===== src/rtl/dbg_arb_pkg.sv =====
package dbg_arb_pkg;
  localparam int MOE_W   = 4;
  localparam int MODE_W  = 2;
  localparam int BK_W    = 2;
  localparam int VK_W    = 3;
  localparam int NUM_SRC = 6;
  localparam int SRC_W   = $clog2(NUM_SRC);

  // source index doubles as priority: lower index wins
  localparam int SRC_EXT  = 0;
  localparam int SRC_HALT = 1;
  localparam int SRC_BKI  = 2;
  localparam int SRC_BRK  = 3;
  localparam int SRC_WPT  = 4;
  localparam int SRC_VC   = 5;

  typedef enum logic [1:0] {ACT_NONE, ACT_ENTER, ACT_EXC, ACT_PABT} act_t;

  localparam logic [MOE_W-1:0] MOE_HALT = 4'b0000;
  localparam logic [MOE_W-1:0] MOE_BRK  = 4'b0001;
  localparam logic [MOE_W-1:0] MOE_WPT  = 4'b0010;
  localparam logic [MOE_W-1:0] MOE_BKI  = 4'b0011;
  localparam logic [MOE_W-1:0] MOE_EXT  = 4'b0100;
  localparam logic [MOE_W-1:0] MOE_VC   = 4'b0101;

  localparam logic [BK_W-1:0] BK_UNLINKED_CID = 2'b10;
  localparam logic [BK_W-1:0] BK_MISMATCH     = 2'b11;
  localparam logic [VK_W-1:0] VK_PABT         = 3'b011;
  localparam logic [VK_W-1:0] VK_DABT         = 3'b100;

  function automatic logic is_halting(input logic [MODE_W-1:0] m);
    return m[0];
  endfunction

  function automatic logic is_monitor(input logic [MODE_W-1:0] m);
    return (m == 2'b10);
  endfunction

  // Monitor-mode suppression of a software source
  function automatic logic mon_drop(input int src, input logic priv,
                                    input logic [BK_W-1:0] bk,
                                    input logic [VK_W-1:0] vk);
    logic drop;
    drop = 1'b0;
    if (src == SRC_VC)
      drop = (vk == VK_PABT) || (vk == VK_DABT);
    else if (src == SRC_BRK)
      drop = priv && ((bk == BK_UNLINKED_CID) || (bk == BK_MISMATCH));
    return drop;
  endfunction

  function automatic act_t src_action(input int src, input logic en_ok,
                                      input logic [MODE_W-1:0] m, input logic priv,
                                      input logic [BK_W-1:0] bk,
                                      input logic [VK_W-1:0] vk);
    act_t a;
    a = ACT_NONE;
    if (src == SRC_EXT || src == SRC_HALT) begin
      if (en_ok) a = ACT_ENTER;
    end else if (en_ok && is_halting(m)) begin
      a = ACT_ENTER;
    end else if (en_ok && is_monitor(m)) begin
      if (!mon_drop(src, priv, bk, vk)) a = ACT_EXC;
    end else if (src == SRC_BKI) begin
      a = ACT_PABT;
    end
    return a;
  endfunction

  function automatic logic [MOE_W-1:0] src_moe(input int src);
    logic [MOE_W-1:0] c;
    case (src)
      SRC_EXT: c = MOE_EXT;
      SRC_BKI: c = MOE_BKI;
      SRC_BRK: c = MOE_BRK;
      SRC_WPT: c = MOE_WPT;
      SRC_VC:  c = MOE_VC;
      default: c = MOE_HALT;
    endcase
    return c;
  endfunction
endpackage


===== src/rtl/dbg_evt_filter.sv =====
module dbg_evt_filter
  import dbg_arb_pkg::*;
#(
  parameter int N = NUM_SRC
) (
  input  logic [N-1:0]      ev_i,
  input  logic              blocked_i,
  input  logic              en_ok_i,
  input  logic [MODE_W-1:0] mode_i,
  input  logic              priv_i,
  input  logic [BK_W-1:0]   bk_i,
  input  logic [VK_W-1:0]   vk_i,
  output act_t [N-1:0]      act_o
);
  for (genvar g = 0; g < N; g++) begin : g_src
    always_comb begin
      if (ev_i[g] && !blocked_i)
        act_o[g] = src_action(g, en_ok_i, mode_i, priv_i, bk_i, vk_i);
      else
        act_o[g] = ACT_NONE;
    end
  end
endmodule


===== src/rtl/dbg_evt_prio.sv =====
module dbg_evt_prio
  import dbg_arb_pkg::*;
#(
  parameter int N = NUM_SRC
) (
  input  act_t [N-1:0]     act_i,
  output act_t             win_act_o,
  output logic [MOE_W-1:0] win_moe_o
);
  always_comb begin
    win_act_o = ACT_NONE;
    win_moe_o = '0;
    for (int i = N - 1; i >= 0; i--) begin
      if (act_i[i] != ACT_NONE) begin
        win_act_o = act_i[i];
        win_moe_o = src_moe(i);
      end
    end
  end
endmodule


===== src/rtl/dbg_state_reg.sv =====
module dbg_state_reg
  import dbg_arb_pkg::*;
(
  input  logic             clk,
  input  logic             rst_n,
  input  act_t             win_act_i,
  input  logic [MOE_W-1:0] win_moe_i,
  input  logic             clr_i,
  output logic             enter_q,
  output logic             exc_q,
  output logic             pabt_q,
  output logic             flag_q,
  output logic [MOE_W-1:0] moe_q
);
  always_ff @(posedge clk or negedge rst_n) begin
    if (!rst_n) begin
      enter_q <= 1'b0;
      exc_q   <= 1'b0;
      pabt_q  <= 1'b0;
      flag_q  <= 1'b0;
      moe_q   <= '0;
    end else if (flag_q) begin
      enter_q <= 1'b0;
      exc_q   <= 1'b0;
      pabt_q  <= 1'b0;
      if (clr_i) flag_q <= 1'b0;
    end else begin
      enter_q <= (win_act_i == ACT_ENTER);
      exc_q   <= (win_act_i == ACT_EXC);
      pabt_q  <= (win_act_i == ACT_PABT);
      if (win_act_i == ACT_ENTER) begin
        flag_q <= 1'b1;
        moe_q  <= win_moe_i;
      end
    end
  end

  AST_ONE_ACTION: assert property (@(posedge clk) disable iff (!rst_n)
    $onehot0({enter_q, exc_q, pabt_q}));
  AST_ENTER_SETS_FLAG: assert property (@(posedge clk) disable iff (!rst_n)
    enter_q |-> flag_q);
  AST_FLAG_STICKY: assert property (@(posedge clk) disable iff (!rst_n)
    (flag_q && !clr_i) |=> flag_q);
  AST_CLEAR_DROPS: assert property (@(posedge clk) disable iff (!rst_n)
    (flag_q && clr_i) |=> !flag_q);
  AST_MOE_STABLE_NO_ENTRY: assert property (@(posedge clk) disable iff (!rst_n)
    (win_act_i != ACT_ENTER) |=> $stable(moe_q));
endmodule


===== src/rtl/dbg_event_arbiter.sv =====
module dbg_event_arbiter
  import dbg_arb_pkg::*;
(
  input  logic             clk,
  input  logic             rst_n,
  input  logic             dbg_en_i,
  input  logic             dbg_permit_i,
  input  logic [1:0]       dbg_mode_i,
  input  logic             priv_i,
  input  logic             ext_req_i,
  input  logic             halt_cmd_i,
  input  logic             bkpt_insn_i,
  input  logic             brk_hit_i,
  input  logic [1:0]       brk_kind_i,
  input  logic             wpt_hit_i,
  input  logic             vcatch_hit_i,
  input  logic [2:0]       vcatch_kind_i,
  input  logic             state_clr_i,
  output logic             enter_o,
  output logic             dbg_exc_o,
  output logic             pabort_o,
  output logic             in_debug_o,
  output logic [3:0]       entry_method_o
);
  logic [NUM_SRC-1:0] ev_vec;
  logic               en_ok;
  act_t [NUM_SRC-1:0] src_act;
  act_t               win_act;
  logic [MOE_W-1:0]   win_moe;

  always_comb begin
    ev_vec           = '0;
    ev_vec[SRC_EXT]  = ext_req_i;
    ev_vec[SRC_HALT] = halt_cmd_i;
    ev_vec[SRC_BKI]  = bkpt_insn_i;
    ev_vec[SRC_BRK]  = brk_hit_i;
    ev_vec[SRC_WPT]  = wpt_hit_i;
    ev_vec[SRC_VC]   = vcatch_hit_i;
  end

  assign en_ok = dbg_en_i && dbg_permit_i;

  dbg_evt_filter #(.N(NUM_SRC)) u_filter (
    .ev_i      (ev_vec),
    .blocked_i (in_debug_o),
    .en_ok_i   (en_ok),
    .mode_i    (dbg_mode_i),
    .priv_i    (priv_i),
    .bk_i      (brk_kind_i),
    .vk_i      (vcatch_kind_i),
    .act_o     (src_act)
  );

  dbg_evt_prio #(.N(NUM_SRC)) u_prio (
    .act_i     (src_act),
    .win_act_o (win_act),
    .win_moe_o (win_moe)
  );

  dbg_state_reg u_state (
    .clk       (clk),
    .rst_n     (rst_n),
    .win_act_i (win_act),
    .win_moe_i (win_moe),
    .clr_i     (state_clr_i),
    .enter_q   (enter_o),
    .exc_q     (dbg_exc_o),
    .pabt_q    (pabort_o),
    .flag_q    (in_debug_o),
    .moe_q     (entry_method_o)
  );

  AST_DISABLED_NO_ENTRY: assert property (@(posedge clk) disable iff (!rst_n)
    !dbg_en_i |=> (!enter_o && !dbg_exc_o));
  AST_MON_NO_ENTRY: assert property (@(posedge clk) disable iff (!rst_n)
    (dbg_mode_i == 2'b10 && !ext_req_i && !halt_cmd_i) |=> !enter_o);
  AST_EXC_ONLY_MONITOR: assert property (@(posedge clk) disable iff (!rst_n)
    (dbg_mode_i != 2'b10) |=> !dbg_exc_o);
  AST_MON_ABORT_VC_DROPPED: assert property (@(posedge clk) disable iff (!rst_n)
    (dbg_mode_i == 2'b10 && vcatch_hit_i && vcatch_kind_i inside {3'b011, 3'b100}
     && !ext_req_i && !halt_cmd_i && !bkpt_insn_i && !brk_hit_i && !wpt_hit_i)
    |=> !(enter_o || dbg_exc_o || pabort_o));
  AST_PABT_ONLY_BKPT: assert property (@(posedge clk) disable iff (!rst_n)
    !bkpt_insn_i |=> !pabort_o);
  AST_NO_ACT_IN_DEBUG: assert property (@(posedge clk) disable iff (!rst_n)
    in_debug_o |=> !(enter_o || dbg_exc_o || pabort_o));
endmodule


===== config.mk =====
export PLATFORM = sky130hd
export DESIGN_NAME = dbg_event_arbiter
export DESIGN_NICKNAME = d
export VERILOG_FILES = /design/src/rtl/dbg_arb_pkg.sv /design/src/rtl/dbg_evt_filter.sv /design/src/rtl/dbg_evt_prio.sv /design/src/rtl/dbg_state_reg.sv /design/src/rtl/dbg_event_arbiter.sv
export SDC_FILE = /design/constraint.sdc
export NUM_CORES = 1
export LEC_CHECK = 0
export ABC_AREA = 0
export BUFFER_PORTS_ARGS = -buffer_cell sky130_fd_sc_hd__buf_2
export CORE_UTILIZATION = 30
export DETAILED_ROUTE_END_ITERATION = 8
export GPL_ROUTABILITY_DRIVEN = 0
export MAX_ROUTING_LAYER = met4
export SKIP_CTS_REPAIR_TIMING = 1
export SYNTH_ARGS = -nofsm -noshare
export SYNTH_HDL_FRONTEND = slang
export SYNTH_SLANG_ARGS = --single-unit

===== constraint.sdc =====
create_clock -name clk -period 1.6 [get_ports clk]
set_input_delay 0.32 -clock clk [delete_from_list [all_inputs] [get_ports clk]]
set_output_delay 0.32 -clock clk [all_outputs]
set_load 0.02 [all_outputs]

==> results_dict.tcl, run 1 <==
set metrics [dict create \
    syn_to_final_growth_pct 43.6 \
    fin_crit_sh 0.859 \
    finalClockSkew_ns 0.00382 \
    synth_most_common_cell "dfrtp_1" \
    postSynthAreaPerCell_um2 8.91 \
    num_vias 506 \
    drc 0 \
    fin_ws_ns 0.226 \
    fp.dieArea_um2 1610 \
    fin_nets 100 \
    crit_required_ns 1.74 \
    grt_max_degree 9 \
    syn-num-nets 68 \
    fin_area_um2 627 \
    start_kind "register" \
    final_layout_size_suffix_gt1_frac 0.375 \
    first_pass_iters 4 \
    finalCriticalPeriod_ns 1.37 \
    grt_pass1_vias 449 \
    synthTopCellsByArea "dfrtp_1 (40%), nor3_1 (5.7%), nor4_1 (4.3%), nand3b_1 (3.4%), nor2_1 (3.4%)" \
    yosysSeqAreaShare 0.401 \
    fmax_ghz 0.728 \
    start_util 0.327 \
    critPathArrivalTime_ns 1.51 \
    vias_per_cell 5.33 \
    grt_pass1_wl_um 1810 \
    synth.ff_latch_count 7 \
    wirelength_um 1100 \
    leakagePower_nw 0.291 \
    syn_area_um2 437 \
    syn_inst 49 \
    synthTopCellsByCount "dfrtp_1 (7), nor3_1 (5), nor2_1 (4)" \
    path_clk_slew_ns 0.05 \
    critical_path.max_fanout 8 \
    synth-edff-count 0 \
    hpwl_um 920 \
    status "finished, final reports clean" \
    antenna_left 0 \
    cts_tree "built" \
    setup_viol 0 \
    rrSetupSlack_ns 0.23 \
    cts-root-buf "clkbuf_4" \
    clk_path_buf_depth 2 \
    drv_slew 0 \
    clock-sinks 7 \
    grt_usage 0.175 \
    ios 27 \
    antenna_cells 0 \
    worstSetupPathType "register to register" \
    dp_slack_ns 0.0292 \
    hp-class "input port to register" \
    powerDensity_nw_per_um2 901 \
    io_buffers 24 \
    globalRouteOverflowTotal 0 \
    synth.largest_area_cell "dfrtp_1" \
    placed_area_um2 591 \
    numCtsBuffers 3 \
    drt-initial-drc-count 9 \
    fill_cells 132 \
    yosysTopAreaCellShare 0.401 \
    synth_cell_types 29 \
    die_w_um 40.2 \
    end_kind "register" \
    htreeDepth 1 \
    wl_per_cell_um 11.6 \
    clk_latency_ns 0.24 \
    design.core.area_um2 1330 \
    maxCapViolCount 0 \
    num_rows 13 \
    antenna_found_initial 0 \
    max-vdd-ir-drop_mv 0.236 \
    die_h_um 40.2 \
    fin_util 0.470 \
    yosys_warnings 0 \
    async_flop_share 1.00 \
    hold_viol_final 0 \
    rsz0062_at_grt "no" \
    fin_tns_setup_ns 0 \
    synthFlopType "dfrtp_1" \
]
-- metal layers --
metal  vias up  part of all wire  wire [um]  GRT usage
li1        253                 -          -          -
met1       224              0.45        495      0.211
met2        27              0.46        505      0.258
met3         2             0.077         85     0.0167
met4         0             0.013         14      0.147
met5         -                 0          0          -
-- power breakdown --
| group | switching (W) | leakage (nW) | internal [W] |
|---|---|---|---|
| Sequential | 0.0000192 | 0.0896 | 0.000208 |
| Combinational | 0.000108 | 0.187 | 0.0000777 |
| Clock | 0.0000580 | 0.0150 | 0.0000947 |
-- flip-flops by register name (all words and copies together) (netlist names) --
register and count:
u_state.moe_q 3, u_state.flag_q 1, u_state.exc_q 1, u_state.enter_q 1
u_state.pabt_q 1
-- worst max-delay path, cell delays in order, from the launching register on --
cell      delay, ns
dfrtp_1        0.45
or4_1          0.55
a311oi_1       0.27
-- metrics by stage --
| step | cells | total power [W] | hold slack [ns] |
|---|---|---|---|
| after floorplan | 49 | 0.000333 | 0.0244 |
| after global placement | 90 | 0.000411 | 0.157 |
| after detailed placement | 90 | 0.000415 | 0.162 |
| after CTS | 94 | 0.000574 | -0.103 |
| after global routing | 95 | 0.000619 | 0.241 |
| final | 95 | 0.000565 | 0.247 |
-- cells by family (layout without fill, tap and decap cells) --
kind of cell | Yosys count | in the layout | synth area share
and+or+nand+nor | 26 | 26 | 0.347
AOI/OAI and AO/OA | 13 | 13 | 0.218
DFF | 7 | 7 | 0.401
buffers and inverters | 2 | 33 | 0.0258
other | 1 | 1 | 0.00859
-- cell type report --
| class | instances | area [um^2] | share of cell area |
|---|---|---|---|
| clock buffers | 4 | 26.3 | 0.0419 |
| inverters | 1 | 3.75 | 0.00599 |
| flip-flops and latches | 7 | 175 | 0.279 |
| repair buffers | 28 | 153 | 0.244 |
| well taps | 15 | 18.8 | 0.0299 |
| multi-input cells | 40 | 250 | 0.399 |
-- final timing paths --
| kind | start | to | depth (start not counted) |
|---|---|---|---|
| worst max-delay path | u_state.flag_q$_DFF_PN0_ | u_state.moe_q[0]$_DFFE_PN0P_ | 2 |
| worst min-delay path | state_clr_i | u_state.flag_q$_DFF_PN0_ | 2 |
| worst max register to register | u_state.flag_q$_DFF_PN0_ | u_state.moe_q[0]$_DFFE_PN0P_ | 2 |
| worst min register to register | u_state.moe_q[1]$_DFFE_PN0P_ | u_state.moe_q[1]$_DFFE_PN0P_ | 2 |
| max in group asynchronous | rst_n | u_state.moe_q[1]$_DFFE_PN0P_ | 2 |
| min in group asynchronous | rst_n | u_state.flag_q$_DFF_PN0_ | 2 |
-- cells in the final DEF, fill, tap and decap left out, drive strengths merged, types with 2 or more instances in the layout --
cell / count
nor4: 3
nor3: 5
clkbuf: 4
nand3b: 2
a31oi: 2
a21oi: 2
dfrtp: 7
buf: 27
nor2: 4
or2: 2
nand2b: 2
Power figures use the tool's default switching activity.
==> inputs of run 2 (changes only) <==
clock period = 1.5 ns   (was 1.6 ns; I/O delays follow)
==> run 2 against run 1 <==
Net effect:
- clock skew down 0.00055 ns
- register-to-register slack worse by 0.09 ns
- largest power group unchanged
- final area up 3.6%
- non-clock buffer count up 3
- maximum frequency up 0.89%
- sequential share of layout area down 0.97 points
- utilization up 1.7 points
- setup slack worse by 0.088 ns
- global-route usage down 0.33 points
==> results_dict.tcl, run 2 (synthesis results as in run 1) <==
set metrics [dict create \
    grt_max_degree 9 \
    drt-initial-drc-count 16 \
    finalClockSkew_ns 0.00327 \
    finalCriticalPeriod_ns 1.36 \
    fin_tns_setup_ns 0 \
    crit_required_ns 1.65 \
    p_clk_frac 0.273 \
    numCtsBuffers 3 \
    dp_slack_ns -0.0462 \
    leakagePower_nw 0.306 \
    grt_usage 0.171 \
    critical_path.max_fanout 8 \
    die_h_um 40.2 \
    ios 27 \
    max-vdd-ir-drop_mv 0.215 \
    combPwrFrac 0.334 \
    grt_pass1_wl_um 1730 \
    htreeDepth 1 \
    top_usage_layer "met2" \
    worstSetupPathType "register to register" \
    regMostFlops "u_state.moe_q" \
    p_seq_frac 0.393 \
    use_met1 0.185 \
    fin_area_um2 649 \
    first_pass_iters 4 \
    hpwl_um 959 \
    setup_viol 0 \
    cts-root-buf "clkbuf_4" \
    start_kind "register" \
    maxCapViolCount 0 \
    num_rows 13 \
    vias_per_cell 5.29 \
    wl_per_cell_um 11.7 \
    cts_tree "built" \
    use_met2 0.270 \
    clk_latency_ns 0.25 \
    fin_crit_sh 0.908 \
    fin_ws_ns 0.138 \
    mostFrequentLayoutCells "buf_2 (24), dfrtp_1 (7), buf_4 (6), nor3_1 (5), nor2_1 (4)" \
    final_layout_size_suffix_gt1_frac 0.398 \
    clk_path_buf_depth 2 \
    path_clk_slew_ns 0.05 \
    critPathArrivalTime_ns 1.51 \
    antenna_found_initial 0 \
    drc 0 \
    placed_area_um2 613 \
    num_vias 518 \
    swShare 0.330 \
    rsz0062_at_grt "no" \
    design.core.area_um2 1330 \
    io_buffers 24 \
    cell_internal_pwr_w 0.000411 \
    wirelength_um 1140 \
    drv_slew 0 \
    rrSetupSlack_ns 0.14 \
    clock-sinks 7 \
    antenna_left 0 \
    antenna_cells 0 \
    end_kind "register" \
    fin_nets 103 \
    start_util 0.327 \
    status "finished, final reports clean" \
    layout_commonest_cell "buf_2" \
    whs_ns 0.223 \
    fmax_ghz 0.734 \
    syn_to_final_growth_pct 48.7 \
    hold_viol_final 0 \
    fin_util 0.487 \
    fp.dieArea_um2 1610 \
    grtUsageMet3 0.0444 \
    globalRouteOverflowTotal 0 \
    largest_reg_flops 3 \
    powerDensity_nw_per_um2 945 \
    die_w_um 40.2 \
    hp-class "input port to register" \
    p_sw_w 0.000202 \
    grt_pass1_vias 433 \
]
-- run 2: cell type report --
cell class / instances / area (um^2)
fill: 134 / 684
multi-input combinational: 40 / 250
sequential: 7 / 175
timing repair buffer: 31 / 175
clock buffer: 4 / 26.3
tap: 15 / 18.8
inverter: 1 / 3.75
-- run 2: power by group through the flow --
stage / clock (W) / combinational [W] / sequential [W]
2_1_floorplan: 0 / 0.0000697 / 0.000286
3_3_place_gp: 0 / 0.000201 / 0.000243
3_5_place_dp: 0 / 0.000203 / 0.000245
4_1_cts: 0.000174 / 0.000204 / 0.000242
5_1_grt: 0.000189 / 0.000228 / 0.000248
6_report: 0.000167 / 0.000205 / 0.000241
-- run 2: routing by layer --
| layer | wire length, um | vias to the layer above |
|---|---|---|
| met1 | 495 | 225 |
| met4 | 5 | 0 |
| met5 | 0 | - |
| met2 | 545 | 29 |
| met3 | 97 | 2 |
| li1 | - | 262 |
-- run 2: worst paths after layout --
kind / to / cells past startpoint / start
min in group asynchronous: u_state.moe_q[1]$_DFFE_PN0P_ / 2 / rst_n
hold reg to reg: u_state.moe_q[2]$_DFFE_PN0P_ / 2 / u_state.moe_q[2]$_DFFE_PN0P_
max in group asynchronous: u_state.moe_q[2]$_DFFE_PN0P_ / 2 / rst_n
setup / recovery: u_state.moe_q[0]$_DFFE_PN0P_ / 2 / u_state.flag_q$_DFF_PN0_
hold / removal: u_state.flag_q$_DFF_PN0_ / 2 / state_clr_i
setup reg to reg: u_state.moe_q[0]$_DFFE_PN0P_ / 2 / u_state.flag_q$_DFF_PN0_
-- run 2: through the flow --
stage / power, W / instances
2_1_floorplan: 0.000356 / 49
3_3_place_gp: 0.000444 / 93
3_5_place_dp: 0.000449 / 93
4_1_cts: 0.000620 / 97
5_1_grt: 0.000665 / 98
6_report: 0.000614 / 98
-- run 2: worst max-delay path, stage by stage, from the launching register on --
cell,delay [ns]
dfrtp_1,0.45
or4_1,0.56
a311oi_1,0.26
==> inputs of run 3 (changes only) <==
CORE_AREA = 2 2 39 41   (was not set)
CORE_UTILIZATION = not set   (was 30)
CTS_BUF_LIST = sky130_fd_sc_hd__clkbuf_4 sky130_fd_sc_hd__clkbuf_8   (was not set)
CTS_CLUSTER_DIAMETER = 120   (was not set)
DIE_AREA = 0 0 41 43   (was not set)
==> run 3 against run 2 <==
Net effect:
- combinational power up 4%
- count of clock-buffer cells in the layout is the same
- clock power is 15% higher
- sequential share of layout area shrank 0.51 points
- flip-flop and latch count did not move
- setup slack improved by 0.045 ns
- register-to-register slack gained 0.05 ns
- total power up 5.1%
- critical path depth unchanged
- hold slack worse by 0.017 ns
- final area grew 1.9%
- largest power group unchanged
==> results_dict.tcl, run 3 (synthesis results as in run 1) <==
set metrics [dict create \
    drt-initial-drc-count 11 \
    rsz0062_at_grt "no" \
    hpwl_um 974 \
    end_kind "register" \
    worstSetupPathType "register to register" \
    first_pass_iters 4 \
    regArea_um2 175 \
    stdcell_count 100 \
    fill_cells 144 \
    htreeDepth 1 \
    setup_viol 0 \
    die_h_um 43 \
    largest_reg_flops 3 \
    path_delay_family "simple AND/OR/NAND/NOR gates" \
    grt_pass1_wl_um 1850 \
    syn_to_final_growth_pct 51.6 \
    grt_pass1_vias 477 \
    io_buffers 24 \
    multi_input_area_um2 250 \
    fin_util 0.478 \
    vias_per_cell 5.04 \
    hold_viol_final 0 \
    antenna_found_initial 0 \
    crit_chain "or4_1, a311oi_1" \
    cts-root-buf "clkbuf_4" \
    final_layout_size_suffix_gt1_frac 0.417 \
    finalClockSkew_ns 0.00378 \
    grt_usage 0.162 \
    antenna_cells 0 \
    globalRouteOverflowTotal 0 \
    dpl.cell_count 95 \
    num_rows 14 \
    hp-class "input port to register" \
    max-vdd-ir-drop_mv 0.235 \
    mostFrequentLayoutCells "buf_2 (24), buf_4 (7), dfrtp_1 (7), nor3_1 (5)" \
    start_util 0.316 \
    num_vias 504 \
    die_w_um 41 \
    fp.dieArea_um2 1760 \
    cts_tree "built" \
    start_kind "register" \
    ios 27 \
    cpMaxStageDelayCell "or4_1" \
    finalCriticalPeriod_ns 1.32 \
    finalPower_w 0.000645 \
    cp_slowest_stage_delay_ns 0.54 \
    layout_commonest_cell "buf_2" \
    clock-sinks 7 \
    status "finished, final reports clean" \
    drv_slew 0 \
    critPathArrivalTime_ns 1.47 \
    clk_latency_ns 0.26 \
    fmax_ghz 0.759 \
    critical_path.max_fanout 5 \
    grt_max_degree 8 \
    regMostFlops "u_state.moe_q" \
    maxCapViolCount 0 \
    path_clk_slew_ns 0.05 \
    wl_per_cell_um 11.3 \
    leakagePower_nw 0.314 \
    crit_required_ns 1.66 \
    clk_path_buf_depth 2 \
    wirelength_um 1130 \
    cp_num_buf_inv 0 \
    fin_crit_sh 0.878 \
    fin_nets 104 \
    drc 0 \
    powerDensity_nw_per_um2 975 \
    antenna_left 0 \
    fin_tns_setup_ns 0 \
    design.core.area_um2 1380 \
    numCtsBuffers 3 \
]
-- run 3: changes by cell type in the layout (fill, tap and decap cells not counted), sizes merged --
cell / delta
buf: +1
-- run 3: area by class of cell --
cell class / instances / share of cell area
clock buffers: 4 / 0.0454
inverters: 1 / 0.00567
multi-input cells: 40 / 0.378
flip-flops and latches: 7 / 0.265
well taps: 16 / 0.0302
repair buffers: 32 / 0.276
-- run 3: path summary, 6_finish.rpt --
path                                         startpoint                      endpoint  slack, ns  cells past startpoint
hold / removal                              state_clr_i      u_state.flag_q$_DFF_PN0_       0.21                      2
hold reg to reg            u_state.moe_q[1]$_DFFE_PN0P_  u_state.moe_q[1]$_DFFE_PN0P_       0.56                      2
max in group asynchronous                         rst_n  u_state.moe_q[0]$_DFFE_PN0P_       0.95                      2
min in group asynchronous                         rst_n       u_state.exc_q$_DFF_PN0_       0.40                      2
setup / recovery               u_state.flag_q$_DFF_PN0_  u_state.moe_q[0]$_DFFE_PN0P_       0.18                      2
setup reg to reg               u_state.flag_q$_DFF_PN0_  u_state.moe_q[0]$_DFFE_PN0P_       0.18                      2
-- run 3: metrics by stage --
stage          hold slack (ns)  cell area [um^2]  setup slack [ns]
4_1_cts                 -0.139               652             0.166
2_1_floorplan          0.00441               437             0.129
5_1_grt                  0.203               662             0.122
6_report                 0.206               662             0.183
3_3_place_gp             0.138               622           -0.0202
3_5_place_dp             0.139               622           -0.0376
-- run 3: metal layers --
layer,global-route usage,share of wire,routed length [um],up-vias
met5,-,0,0,-
met4,0.140,0.039,44,0
met3,0.0314,0.093,105,5
met2,0.231,0.43,489,27
met1,0.180,0.43,491,210
li1,-,-,-,262
-- run 3: where the power goes --
group | total, W | switching [W] | leakage (nW) | internal [W]
Sequential | 0.000239 | 0.0000174 | 0.0896 | 0.000222
Clock | 0.000192 | 0.0000720 | 0.0184 | 0.000120
Combinational | 0.000214 | 0.000121 | 0.206 | 0.0000933
-- run 3: worst register-to-register path, stage by stage, from the launching register on --
cell and delay (ns):
dfrtp_1 0.42, or4_1 0.54, a311oi_1 0.26
